--- config.mk ---
export PLATFORM = sky130hd
export DESIGN_NAME = branch_vote_predictor
export DESIGN_NICKNAME = d
export VERILOG_FILES = /design/src/rtl/branch_vote_predictor.sv
export SDC_FILE = /design/constraint.sdc
export NUM_CORES = 1
export LEC_CHECK = 0
export BUFFER_PORTS_ARGS = -buffer_cell sky130_fd_sc_hd__buf_2
export CAP_MARGIN = 10
export CORE_ASPECT_RATIO = 1.5
export CORE_MARGIN = 8
export CORE_UTILIZATION = 45
export DETAILED_ROUTE_END_ITERATION = 6
export PLACE_DENSITY = 0.72
export SYNTH_ARGS = -nofsm -noshare
export SYNTH_HDL_FRONTEND = slang
export SYNTH_SLANG_ARGS = --single-unit
--- constraint.sdc ---
create_clock -name clk -period 2.85 [get_ports clk]
set_input_delay 0.1425 -clock clk [delete_from_list [all_inputs] [get_ports clk]]
set_output_delay 0.1425 -clock clk [all_outputs]
set_load 0.01 [all_outputs]
--- src/rtl/branch_vote_predictor.sv ---
module branch_vote_predictor #(
  parameter int IDX_W    = 4,
  parameter int HIST_LEN = 3,
  parameter int CNT_W    = 16
) (
  input  logic             clk,
  input  logic             rst_n,
  input  logic [IDX_W-1:0] lk_idx,
  input  logic             lk_loop,
  input  logic [1:0]       mode,
  output logic             pred_taken,
  input  logic             rs_valid,
  input  logic [IDX_W-1:0] rs_idx,
  input  logic             rs_loop,
  input  logic [1:0]       rs_mode,
  input  logic             rs_taken,
  output logic [CNT_W-1:0] hit_count,
  output logic [CNT_W-1:0] miss_count
);
  localparam int ENTRIES = 1 << IDX_W;
  localparam int VOTE    = HIST_LEN / 2 + 1;
  localparam logic [CNT_W-1:0] CNT_MAX = '1;

  logic [HIST_LEN-1:0] hist [ENTRIES];

  function automatic logic majority(input logic [HIST_LEN-1:0] h);
    int n;
    n = 0;
    for (int i = 0; i < HIST_LEN; i++) n += int'(h[i]);
    return n >= VOTE;
  endfunction

  function automatic logic predict(input logic [1:0] m, input logic loop_k,
                                   input logic [HIST_LEN-1:0] h);
    case (m)
      2'b01:   return loop_k;
      2'b10:   return majority(h);
      default: return 1'b0;
    endcase
  endfunction

  genvar e;
  generate
    for (e = 0; e < ENTRIES; e++) begin : g_slot
      always_ff @(posedge clk or negedge rst_n) begin
        if (!rst_n)
          hist[e] <= '0;
        else if (rs_valid && rs_idx == IDX_W'(e))
          hist[e] <= {hist[e][HIST_LEN-2:0], rs_taken};
      end
    end
  endgenerate

  logic rs_pred, rs_hit;
  assign pred_taken = predict(mode, lk_loop, hist[lk_idx]);
  assign rs_pred    = predict(rs_mode, rs_loop, hist[rs_idx]);
  assign rs_hit     = rs_pred == rs_taken;

  always_ff @(posedge clk or negedge rst_n) begin
    if (!rst_n) begin
      hit_count  <= '0;
      miss_count <= '0;
    end else if (rs_valid) begin
      if (rs_hit && hit_count != CNT_MAX)    hit_count  <= hit_count + 1'b1;
      if (!rs_hit && miss_count != CNT_MAX)  miss_count <= miss_count + 1'b1;
    end
  end
endmodule

==> Flow_metrics.wiki <==
{| class="wikitable"
! Metric !! Value
|-
| Net Count, Synth || around 370
|-
| Status || finished with violations
|-
| Sequential Power Share || 0.426
|-
| Average footprint of a synthesized cell || ~13 um2
|-
| Most frequent cells in the layout || sky130_fd_sc_hd__dfrtp_1, sky130_fd_sc_hd__mux2_2, sky130_fd_sc_hd__buf_2
|-
| Floorplan Core Area || 9690 um2
|-
| Category of the critical setup timing path || register to register
|-
| Buf+Inv Stages, Crit Path || 1
|-
| Pwr Density || slightly below 700 nW/um2
|-
| Total iterations of the first detailed-routing run || 4
|-
| Deepest clock path buffer count || 2
|-
| Switch Pwr || 1180 uW
|-
| Synthesized-area fraction occupied by ao, oa, aoi and oai cells || 0.0502
|-
| Area share of fa/ha/maj cells after synthesis || 0.0225
|-
| CP Launch Type || register
|-
| Main combinational cell family by area after synthesis || multiplexers
|-
| Worst-Margin Slew || approximately 1000 ps
|-
| Count of cells along the worst register-to-register path || 9
|-
| Drt via density || about 6.0
|-
| Total via count in the routed design || 3,324
|-
| Period utilization || 1.04
|-
| Layout cells sized above 1 || 0.498
|-
| Post-Route Hold Slack || -58.2 ps
|-
| Global-route wire length before repair || between 15 and 20 mm
|-
| Vertical extent of the die || between 100 and 150 um
|-
| Number of antenna violations at the first check in global routing || 0
|-
| Synth Area in Simple Gates || 0.119
|-
| Final-report hold violation count || 33
|-
| Clock sink total || 80
|-
| Worst path setup slack after routing || -110 ps
|-
| Cell at the root of the clock tree || sky130_fd_sc_hd__clkbuf_16
|-
| Cell count after synthesis || roughly 350
|-
| Startpoint of the most critical setup path || hist[33]
|-
| Crit path top cell by count || sky130_fd_sc_hd__mux4_2
|-
| Dpl cells || between 500 and 600
|-
| Final instance area || between 5000 and 6000 um2
|-
| Critical-path cell with the highest stage delay || sky130_fd_sc_hd__mux4_2
|-
| Leading cell type in the layout, fill and taps excluded || sky130_fd_sc_hd__dfrtp_1
|-
| Area delta synth->final || 26.7%
|-
| Post-route insts no fill || 553
|-
| Vias in the first global route || 3,531
|-
| Gp weighted congestion || slightly below 0.9
|-
| Cell Area, Synth || 4460 um2
|-
| Required time worst endpoint || between 3000 and 4000 ps
|-
| Clock period minus final worst setup slack || 2960 ps
|-
| Wirelength, routed || approximately 11 mm
|-
| Worst min-delay path category || input port to asynchronous set/reset pin
|-
| Final Setup Violations || 11
|-
| Count of cell instances traversed by the critical path || 9
|-
| Layout net count || 462
|-
| Relative contribution of the clock network to total power || 0.269
|-
| Starting Density || 0.460
|-
| Hold Buf Count CTS || 0
|-
| Switching share of total power || 0.306
|-
| Post-synthesis sequential area ratio || 0.449
|-
| Maximum Capacitance Violations || 0
|-
| Area after DPL || between 5000 and 6000 um2
|-
| Max incr delay on CP || 520 ps
|-
| Standard-cell row count || 44
|-
| Portion of netlist area occupied by mux cells || 0.278
|-
| Achievable frequency || between 300 and 400 MHz
|-
| Reported leakage power || ~0.0025 uW
|-
| CTS tree || yes
|-
| Clock-pin transition on the worst setup and hold timing paths || around 60 ps
|-
| Worst-skew pair later-pin latency || about 340 ps
|-
| Number of buffers added on ports || 50
|-
| Horiz. Die Dim || 97.3 um
|-
| DP Wirelength || 7.69 mm
|-
| Skew final || ~8.9 ps
|-
| Launching point of the worst reg2reg path || hist[33]
|-
| Largest net degree at the start of global routing || a little over 80
|-
| Setup repair after global routing missed its margin || true
|-
| Remaining antenna violation count after routing || 0
|-
| Internal power || approximately 2700 uW
|-
| Total number of H-tree levels || 3
|-
| Number of warnings reported in the yosys synthesis log || 0
|-
| Critical path cell sequence || mux4_2 -> mux4_2 -> ha_4 -> o31ai_4 -> a211oi_4 -> buf_6 -> mux2_4 -> nor4b_4 -> xor2_1
|-
| Gate power share || 0.306
|-
| Pre-CTS setup slack || -274 ps
|-
| Data arrival time of the critical path || ~3200 ps
|-
| Number of I/O pins || 51
|-
| XOR/XNOR share of the synthesized area || 0.0589
|-
| Dominant delay contributor by cell family on the critical path || multiplexers
|-
| Count of pins over their slew limit || 0
|-
| Flip-flop and latch count after synthesis || 80
|-
| Total grt overflow || 0
|-
| Count of unique library cells instantiated by Yosys || 45
|-
| Peak supply drop || approximately 0.45 mV
|-
| Area enclosed by the die boundary || around 13,000 um2
|-
| Global router's overall resource usage || 0.165
|-
| Number of antenna cells inserted || 0
|-
| Capturing element type of the critical path || register
|-
| Final Total Pwr || between 3000 and 4000 uW
|-
| Worst slew margin relative to its limit || 0.335
|-
| Top fanout value on the critical path || 6
|-
| Iteration-0 DRC count of the detailed router || around 120
|-
| Failing checks || negative hold slack, negative setup slack
|-
| DR DRC count || 0
|-
| Clock buffer count from CTS || 9
|-
| Final routed wire length divided by cell count || roughly 19 um
|}
final timing paths:
| kind | slack (ps) | to |
|---|---|---|
| worst max register to register | -110 | hit_count[10] |
| min in group clk | 410 | hist[45] |
| worst min-delay path | -60 | miss_count[7] |
| worst min register to register | 480 | miss_count[10] |
| max in group asynchronous | 2220 | hist[13] |
| worst max-delay path | -110 | hit_count[10] |
routing by layer:
metal	track usage	vias up	wire [um]
met1	0.179	1697	4040
li1	-	1496	-
met2	0.282	97	5550
met5	0	-	0
met4	0.105	0	415
met3	0.0454	34	655
cell usage after synthesis (all sizes together):
cell type / number / area (um2)
a31oi: 4 / 25.0
xnor2: 22 / 193
o31ai: 1 / 7.51
o21ai: 5 / 25.0
nor4b: 3 / 32.5
a22oi: 1 / 7.51
a41oi: 3 / 26.3
nand3: 8 / 40.0
mux2: 51 / 578
a31o: 1 / 8.76
clkbuf: 8 / 30.0
or3: 5 / 31.3
xor2: 8 / 70.1
ha: 8 / 100
and4: 5 / 43.8
and2: 3 / 18.8
mux2i: 1 / 10.0
nand2: 12 / 45.0
nand2b: 5 / 31.3
mux4: 29 / 653
nor3: 8 / 45.0
nor3b: 3 / 27.5
nand3b: 2 / 15.0
a211oi: 1 / 12.5
dfrtp: 80 / 2000
o2111a: 1 / 11.3
nor2b: 1 / 6.26
o31a: 2 / 17.5
o2111ai: 5 / 43.8
nand4: 3 / 18.8
and3: 8 / 50.1
inv: 7 / 26.3
o211ai: 2 / 15.0
a221oi: 1 / 8.76
nor4: 8 / 50.1
nor2: 20 / 75.1
buf: 7 / 41.3
a21oi: 3 / 15.0
cell families (layout without fill, tap and decap cells):
family | Yosys count | count (layout)
AO/OA/AOI/OAI | 30 | 30
XOR/XNOR | 30 | 30
adder cells (fa/ha/maj) | 8 | 8
buffers and inverters | 22 | 114
flip-flops | 80 | 80
multiplexers | 81 | 82
AND/OR/NAND/NOR | 94 | 94
sequential cells by signal, indices dropped and copies added (netlist names):
name,count
hit_count,16
miss_count,16
hist,48
cell type report:
class	instances	area (um2)
repair buffers	94	626
fillers	786	4040
flip-flops and latches	80	2000
inverters	7	26.3
clock inverters	1	5.00
multi-input cells	244	2590
well taps	115	144
clock buffers	12	256
power groups by stage:
| stage | registers (uW) | clock network, uW | logic [uW] |
|---|---|---|---|
| after global placement | 1650 | 0 | 1030 |
| after floorplan | 1630 | 0 | 644 |
| final | 1640 | 1040 | 1180 |
| after detailed placement | 1660 | 0 | 1060 |
| after CTS | 1640 | 1070 | 1120 |
| after global routing | 1680 | 1110 | 1270 |
through the flow:
stage	util	hold WS (ps)	setup TNS (ps)
3_3_place_gp	0.532	361	-3000
4_1_cts	0.570	13.9	-666
3_5_place_dp	0.532	376	-5710
2_1_floorplan	-	-153	-1280
5_1_grt	0.583	74.4	-3180
6_report	0.583	-58.2	-356
what timing repair did:
item | 4_1_cts | 5_1_grt
resized for setup | 14 | 20
pin swaps | 7 | 14
cloned | 1 | 0
hold endpoints to repair | 0 | 0
setup endpoints to repair | 25 | 33
setup buffers | 4 | 5
Power figures use the tool's default switching activity.
